File: src/rtl/srd_pkg.sv
package srd_pkg;

    typedef enum logic [1:0] {
        MODE_PULSE    = 2'd0,
        MODE_HOLD_ON  = 2'd1,
        MODE_HOLD_OFF = 2'd2
    } sleep_mode_e;

    // Hold-on has priority over no-pulse.
    function automatic sleep_mode_e pick_mode(input logic force_on, input logic no_pulse);
        if (force_on)
            return MODE_HOLD_ON;
        else if (no_pulse)
            return MODE_HOLD_OFF;
        else
            return MODE_PULSE;
    endfunction

endpackage

File: src/rtl/srd_mode_latch.sv
module srd_mode_latch
    import srd_pkg::*;
(
    input  logic        clk,
    input  logic        rst_n,
    input  logic        sleep_i,
    input  logic        force_on_i,
    input  logic        no_pulse_i,
    output logic        entry_o,
    output sleep_mode_e mode_o
);

    typedef struct packed {
        logic        asleep;
        sleep_mode_e mode;
    } latch_state_t;

    latch_state_t state_d, state_q;
    sleep_mode_e  live_mode;

    always_comb begin
        live_mode      = pick_mode(force_on_i, no_pulse_i);
        state_d        = state_q;
        state_d.asleep = sleep_i;
        entry_o        = sleep_i && !state_q.asleep;
        if (entry_o)
            state_d.mode = live_mode;
        // The entry cycle already acts on the freshly sampled bits.
        mode_o = entry_o ? live_mode : state_q.mode;
    end

    always_ff @(posedge clk) begin
        if (!rst_n) begin
            state_q.asleep <= 1'b0;
            state_q.mode   <= MODE_PULSE;
        end else begin
            state_q <= state_d;
        end
    end

endmodule

File: src/rtl/srd_window_timer.sv
module srd_window_timer #(
    parameter int WIN_CYCLES = 3000
) (
    input  logic clk,
    input  logic rst_n,
    input  logic run_i,
    input  logic tick_i,
    output logic active_o
);

    localparam int CNT_W = $clog2(WIN_CYCLES + 1);
    localparam logic [CNT_W-1:0] CNT_LOAD = CNT_W'(WIN_CYCLES);

    typedef struct packed {
        logic [CNT_W-1:0] remain;
    } timer_state_t;

    timer_state_t state_d, state_q;

    always_comb begin
        state_d  = state_q;
        active_o = (state_q.remain != '0);
        if (!run_i)
            state_d.remain = '0;
        else if (active_o)
            state_d.remain = state_q.remain - 1'b1;
        else if (tick_i)
            state_d.remain = CNT_LOAD;
    end

    always_ff @(posedge clk) begin
        if (!rst_n)
            state_q.remain <= '0;
        else
            state_q <= state_d;
    end

endmodule

File: src/rtl/srd_enable_mux.sv
module srd_enable_mux
    import srd_pkg::*;
(
    input  logic        sleep_i,
    input  sleep_mode_e mode_i,
    input  logic        window_i,
    output logic        en_o
);

    always_comb begin
        if (!sleep_i) begin
            en_o = 1'b1;
        end else begin
            unique case (mode_i)
                MODE_HOLD_ON:  en_o = 1'b1;
                MODE_HOLD_OFF: en_o = 1'b0;
                default:       en_o = window_i;
            endcase
        end
    end

endmodule

File: src/rtl/srd_sleep_ref_ctrl.sv
module srd_sleep_ref_ctrl
    import srd_pkg::*;
#(
    parameter int WIN_CYCLES = 3000
) (
    input  logic clk,
    input  logic rst_n,
    input  logic sleep_i,
    input  logic force_on_i,
    input  logic no_pulse_i,
    input  logic duty_tick_i,
    output logic ref_en_o
);

    logic        entry;
    sleep_mode_e cur_mode;
    logic        timer_run;
    logic        window_open;

    srd_mode_latch mode_i (
        .clk        (clk),
        .rst_n      (rst_n),
        .sleep_i    (sleep_i),
        .force_on_i (force_on_i),
        .no_pulse_i (no_pulse_i),
        .entry_o    (entry),
        .mode_o     (cur_mode)
    );

    assign timer_run = sleep_i && (cur_mode == MODE_PULSE);

    srd_window_timer #(
        .WIN_CYCLES (WIN_CYCLES)
    ) timer_i (
        .clk      (clk),
        .rst_n    (rst_n),
        .run_i    (timer_run),
        .tick_i   (duty_tick_i),
        .active_o (window_open)
    );

    srd_enable_mux mux_i (
        .sleep_i  (sleep_i),
        .mode_i   (cur_mode),
        .window_i (window_open),
        .en_o     (ref_en_o)
    );

    logic unused_entry;
    assign unused_entry = entry;

endmodule

File: config.mk
export PLATFORM = sky130hd
export DESIGN_NAME = srd_sleep_ref_ctrl
export DESIGN_NICKNAME = d
export VERILOG_FILES = /design/src/rtl/srd_pkg.sv /design/src/rtl/srd_mode_latch.sv /design/src/rtl/srd_window_timer.sv /design/src/rtl/srd_enable_mux.sv /design/src/rtl/srd_sleep_ref_ctrl.sv
export SDC_FILE = /design/constraint.sdc
export NUM_CORES = 1
export LEC_CHECK = 0
export ABC_AREA = 0
export BUFFER_PORTS_ARGS = -buffer_cell sky130_fd_sc_hd__buf_4
export CAP_MARGIN = 20
export CORE_MARGIN = 2
export CORE_UTILIZATION = 35
export DETAILED_ROUTE_END_ITERATION = 8
export GPL_ROUTABILITY_DRIVEN = 0
export GPL_TIMING_DRIVEN = 1
export PLACE_DENSITY_LB_ADDON = 0.12
export SKIP_CTS_REPAIR_TIMING = 1
export SLEW_MARGIN = 15
export SYNTH_ARGS = -nofsm -noshare
export SYNTH_HDL_FRONTEND = slang
export SYNTH_SLANG_ARGS = --single-unit
File: constraint.sdc
create_clock -name clk -period 1.6 [get_ports clk]
set_input_delay 0.32 -clock clk [delete_from_list [all_inputs] [get_ports clk]]
set_output_delay 0.32 -clock clk [all_outputs]
set_load 0.05 [all_outputs]
* After elaboration in Yosys (flattened, before gate mapping)
Cells that the tools add are included.
** Word-level totals
- Word-level logic and storage cells :: 20
- Flip-flop bits (word level) :: 15
- Bits of input ports :: 6
- Output and inout port bits :: 1
** Operators by class
- Eq/ne operators :: 2
- Reduce and logical (&&, ||, !) cells :: 7
- Add/subtract/negate cells :: 1
- Muxes and demuxes :: 7
** Operators by type and width (number)
- two-way mux 12 bit :: 2
- nonzero test 12 bit :: 1
- subtractor 12 x 1 -> 12 bit (second input constant) :: 1
- two-way mux 2 bit :: 3
- equality test 2 x 1 -> 1 bit (second input constant) :: 1
- equality test 2 bit (second input constant) :: 1
- logical AND 1 bit :: 2
- logical NOT 2 bit :: 1
- one-hot mux 1 bit (2 select lines) :: 1
- AND reduction 2 bit :: 1
- nonzero test 2 bit :: 1
- logical NOT 1 bit :: 1
- two-way mux 1 bit :: 1

* Depth between registers and ports, before layout
- Depth in word-level cells :: 6
- Depth in mapped cells :: 7
- Mapped depth without buffers :: 7

* Modules after synthesis
Synthesis repeated with hierarchy kept, for this count alone.
** Second synthesis, totals
- Cells, all modules :: 92
- Area total of the unflattened synthesis :: 842.1 sq um
** By module, submodules not included
- srd_window_timer :: times used 1, area each 673.1 sq um, seq. area each 240.2 sq um, cells each 75
- srd_mode_latch :: times used 1, area each 126.4 sq um, seq. area each 60.1 sq um, cells each 12
- srd_enable_mux :: times used 1, area each 30.0 sq um, seq. area each 0.0 sq um, cells each 4
- srd_sleep_ref_ctrl :: times used 1, area each 12.5 sq um, seq. area each 0.0 sq um, cells each 1

* Worst setup path after synthesis
Ideal clock, no wire load.
- Kind :: register to output
- From :: register timer_i.state_q[0] (netlist bit)
- To :: output port ref_en_o
- Arrival :: 1.517 ns
- Path slack :: -0.237 ns
- Stages on the path, launching flop included :: 7
- Buffers on the path :: 0
- Data required time :: 1.280 ns
- Cells stage by stage :: dfxtp_1 > inv_1 > ha_1 > nor4b_2 > nand3_1 > mux2i_1 > nand2_1
** Between the ends
- Word-level cells in the longest chain between the ends :: 3
** Ends and longest elaborated chain
- start, declared :: line srd_window_timer.sv:18 : timer_state_t state_d, state_q;
- start signal, assigned :: line srd_window_timer.sv:35 : state_q <= state_d;
- nonzero test 12 bit :: line srd_window_timer.sv:22 : active_o = (state_q.remain != '0);
- one-hot mux 1 bit (2 select lines) :: line srd_enable_mux.sv:14 : unique case (mode_i)
- two-way mux 1 bit :: line srd_enable_mux.sv:11 : if (!sleep_i) begin
- end, declared :: line srd_sleep_ref_ctrl.sv:12 : output logic ref_en_o
Every way passes these cells.

* Final worst setup path
- From :: register mode_i.state_q[2] (netlist bit)
- To :: output port ref_en_o
** Between the ends
- Word-level cells in the longest chain between the ends :: 6
- Elaborated cells on any way between the ends :: 7
- Classes of those cells :: eq/ne: 2; mux: 3; reduce/logical: 2
** Ends and longest elaborated chain
- start, declared :: line srd_mode_latch.sv:18 : latch_state_t state_d, state_q;
- start signal, assigned :: line srd_mode_latch.sv:37 : state_q <= state_d;
- logical NOT 1 bit (*) :: line srd_mode_latch.sv:25 : entry_o = sleep_i && !state_q.asleep;
- logical AND 1 bit (*) :: line srd_mode_latch.sv:25
- two-way mux 2 bit (*) :: line srd_mode_latch.sv:29 : mode_o = entry_o ? live_mode : state_q.mode;
- equality test 2 bit or equality test 2 x 1 -> 1 bit (tied branches) :: line srd_enable_mux.sv:14
- one-hot mux 1 bit (2 select lines) (*) :: line srd_enable_mux.sv:14
- two-way mux 1 bit (*) :: line srd_enable_mux.sv:11
Mark *: on every way between the ends. The rest lies on a longest branch, timed or not.

==> results_dict.tcl <==
set metrics [dict create \
    post_synth_and_or_nand_nor_area_fraction_pct 30.66 \
    total_number_of_vias 869 \
    final.setup_skew_ps 6.711 \
    finalWorstPathRequiredPeriod_ps 2069 \
    cts_buffer_count 3 \
    cts_num_sinks 15 \
    synth-seq-cells 15 \
    fp.dieArea_mm2 0.002721 \
    final-setup-viol-count 10 \
    synth-main-ff-cell "sky130_fd_sc_hd__dfxtp_1" \
    synth-compound-area-share_pct 17.72 \
    synth.cells.most_frequent "sky130_fd_sc_hd__dfxtp_1, sky130_fd_sc_hd__a211oi_1, sky130_fd_sc_hd__nor2_1, sky130_fd_sc_hd__nor3_1" \
    synth_enable_flop_cells 0 \
    final_nets 142 \
    floorplan.initialDensity_pct 36.71 \
    maxClockFrequency_mhz 483.4 \
    synth_top_family_by_area "simple AND/OR/NAND/NOR gates" \
    min_period_over_period_pct 129.3 \
    synth_area_leaders "sky130_fd_sc_hd__dfxtp_1, sky130_fd_sc_hd__a211oi_1, sky130_fd_sc_hd__ha_1, sky130_fd_sc_hd__nor4_4, sky130_fd_sc_hd__mux2i_1" \
    final.setup.worst_slack_ps -468.5 \
    grt_antenna_before_repair 0 \
    ant_nets 0 \
    non_filler_cell_area_final_mm2 0.001380 \
    seq_area_um2 304.0 \
    worst_slew_margin_rel_pct 68.41 \
    yosys.cell_count.top_type "sky130_fd_sc_hd__dfxtp_1" \
    antenna-diode-count 0 \
    clock_transition_at_the_registers_of_the_reported_paths_ps 100 \
    report.final.slew_viol_count 0 \
    synth_xor_area_share_pct 1.079 \
    drt_pre_antenna_iters 4 \
    arrival_ps 1750 \
    post_synth_mux_area_share_pct 5.085 \
    remaining_overflow_grt 0 \
    grt_start_max_net_pins 9 \
    drt_iter0_drc 27 \
    die_w_um 52.17 \
    synth.largest_area_cell "sky130_fd_sc_hd__dfxtp_1" \
    worst_pin_slew_ps 470.3 \
    yosysWarningCount 0 \
    synth-seq-area-share_pct 36.98 \
    rsz0062_at_grt "true" \
    yosysUniqueCellTypes 30 \
    remaining_drc_errors 0 \
    maxCapViolations 0 \
    layoutNonFillerInstCount 159 \
    postSynth.asyncResetShare_pct 0 \
    multiInputGateArea_um2 665.6 \
    max-clock-path-buffers 2 \
    report.final.hold_viol_count 0 \
    pre_cts_slack_ps -231.7 \
    syn-cell-area_um2 812.0 \
    cts_htree_levels 1 \
    drive_gt1_share_pct 61.83 \
    number_of_filler_instances_in_the_final_layout 194 \
    viasPerCell 5.465 \
    globalRouteTotalUtil_pct 17.43 \
    place.detailed.instances 147 \
    cp_max_fo 3 \
    violations "setup timing" \
    row_count 17 \
    core_area_mm2 0.002212 \
    io_pins 7 \
    worstHoldPathType "in -> reg" \
    startpoint_type "register" \
    detailed_place.area_mm2 0.001124 \
    crit_type "reg -> out" \
    post-dp-hpwl_um 1546 \
    crit_path_end_kind "output pin" \
    synth.avg_cell_area_um2 9.334 \
    dieHeight_um 52.17 \
    first_pass_grt_wire_length_um 3484 \
    run_status "complete, but fails checks" \
    synth_adder_area_share_pct 6.163 \
    tritoncts_clock_tree "built" \
    layout-area-overhead-vs-synth_pct 69.95 \
    syn_inst 87 \
    synth_largest_type_area_fraction_pct 36.98 \
    clock_latency_ps 290 \
    io_buffer_count 6 \
    required_time_of_the_critical_path_ps 1280 \
    synth_nets 97 \
    wl_per_cell_um 14.92 \
    detail_route.wirelength_um 2373 \
    clk_root_buffer_cell "sky130_fd_sc_hd__clkbuf_4" \
    first_global_vias 825 \
]
[worst paths after layout]
path	end	depth (start not counted)	slack, ps	start
worst min-delay path	mode_i.state_q[1]	2	270	rst_n
worst max register to register	timer_i.state_q[7]	6	-180	timer_i.state_q[0]
worst min register to register	timer_i.state_q[9]	1	560	timer_i.state_q[9]
worst max-delay path	ref_en_o	7	-470	mode_i.state_q[2]
[stage by stage]
step / TNS [ps] / utilization (%) / hold slack (ps)
floorplan: -53.85 / - / 448.2
global placement: -904.7 / 50.79 / 530.3
detailed placement: -1088 / 50.79 / 546.6
CTS: -1683 / 51.98 / 271.0
global route: -2259 / 62.39 / 264.5
finish: -1236 / 62.39 / 267.6
[worst max-delay path, cell delays in order (launching register included)]
cell and delay (ps):
sky130_fd_sc_hd__dfxtp_1 320, sky130_fd_sc_hd__nand2b_4 160, sky130_fd_sc_hd__nor3b_2 180, sky130_fd_sc_hd__a21oi_2 60
sky130_fd_sc_hd__ha_1 290, sky130_fd_sc_hd__mux2i_1 220, sky130_fd_sc_hd__nand2_2 70, sky130_fd_sc_hd__buf_6 150
[routing by layer]
| metal | share of wire [%] | vias up | GRT usage (%) |
|---|---|---|---|
| met3 | 3.6 | 6 | 4.310 |
| li1 | - | 424 | - |
| met4 | 1.5 | 0 | 8.120 |
| met1 | 43 | 414 | 20.67 |
| met5 | 0 | - | 0 |
| met2 | 52 | 25 | 29.32 |
[sequential cells by signal, summed over array words and instances, names as in the netlist]
register and flops:
timer_i.state_q 12, mode_i.state_q 3
[kinds of logic (layout without fill, tap and decap cells)]
| kind of cell | count (synthesis) | in the layout |
|---|---|---|
| mux | 4 | 4 |
| fa+ha+maj | 4 | 4 |
| compound gates | 21 | 21 |
| simple gates | 37 | 37 |
| buf+inv | 5 | 49 |
| xor+xnor | 1 | 1 |
| flops | 15 | 15 |
[cells in the final DEF, fill, tap and decap left out, types with 2 or more instances in the layout]
master / instances
sky130_fd_sc_hd__dfxtp_2: 3
sky130_fd_sc_hd__mux2i_1: 2
sky130_fd_sc_hd__inv_2: 2
sky130_fd_sc_hd__ha_4: 2
sky130_fd_sc_hd__nor4_4: 2
sky130_fd_sc_hd__nor2b_1: 2
sky130_fd_sc_hd__a21oi_1: 3
sky130_fd_sc_hd__inv_1: 2
sky130_fd_sc_hd__buf_4: 34
sky130_fd_sc_hd__dfxtp_1: 12
sky130_fd_sc_hd__nor3b_2: 2
sky130_fd_sc_hd__a21oi_2: 2
sky130_fd_sc_hd__nor3_2: 2
sky130_fd_sc_hd__clkbuf_4: 3
sky130_fd_sc_hd__buf_6: 7
sky130_fd_sc_hd__nor2_1: 4
sky130_fd_sc_hd__or4_4: 2
sky130_fd_sc_hd__nand2_2: 2
sky130_fd_sc_hd__a211oi_1: 3
sky130_fd_sc_hd__nor3_4: 2
sky130_fd_sc_hd__nand3_2: 2
sky130_fd_sc_hd__a211oi_2: 4
sky130_fd_sc_hd__ha_1: 2
sky130_fd_sc_hd__a311oi_1: 2
sky130_fd_sc_hd__nand2_1: 3
sky130_fd_sc_hd__a31oi_1: 4
sky130_fd_sc_hd__nor3_1: 3
[area by class of cell]
| class | instances | area share, % |
|---|---|---|
| Sequential cell | 15 | 22.03 |
| Multi-Input combinational cell | 67 | 48.23 |
| Clock buffer | 4 | 1.904 |
| Inverter | 4 | 1.088 |
| Timing Repair Buffer | 41 | 24.21 |
| Tap cell | 28 | 2.539 |
Power is left out: the tool's default activity adds up to more than one toggle a clock period on the data nets, which glitch-free logic cannot reach.
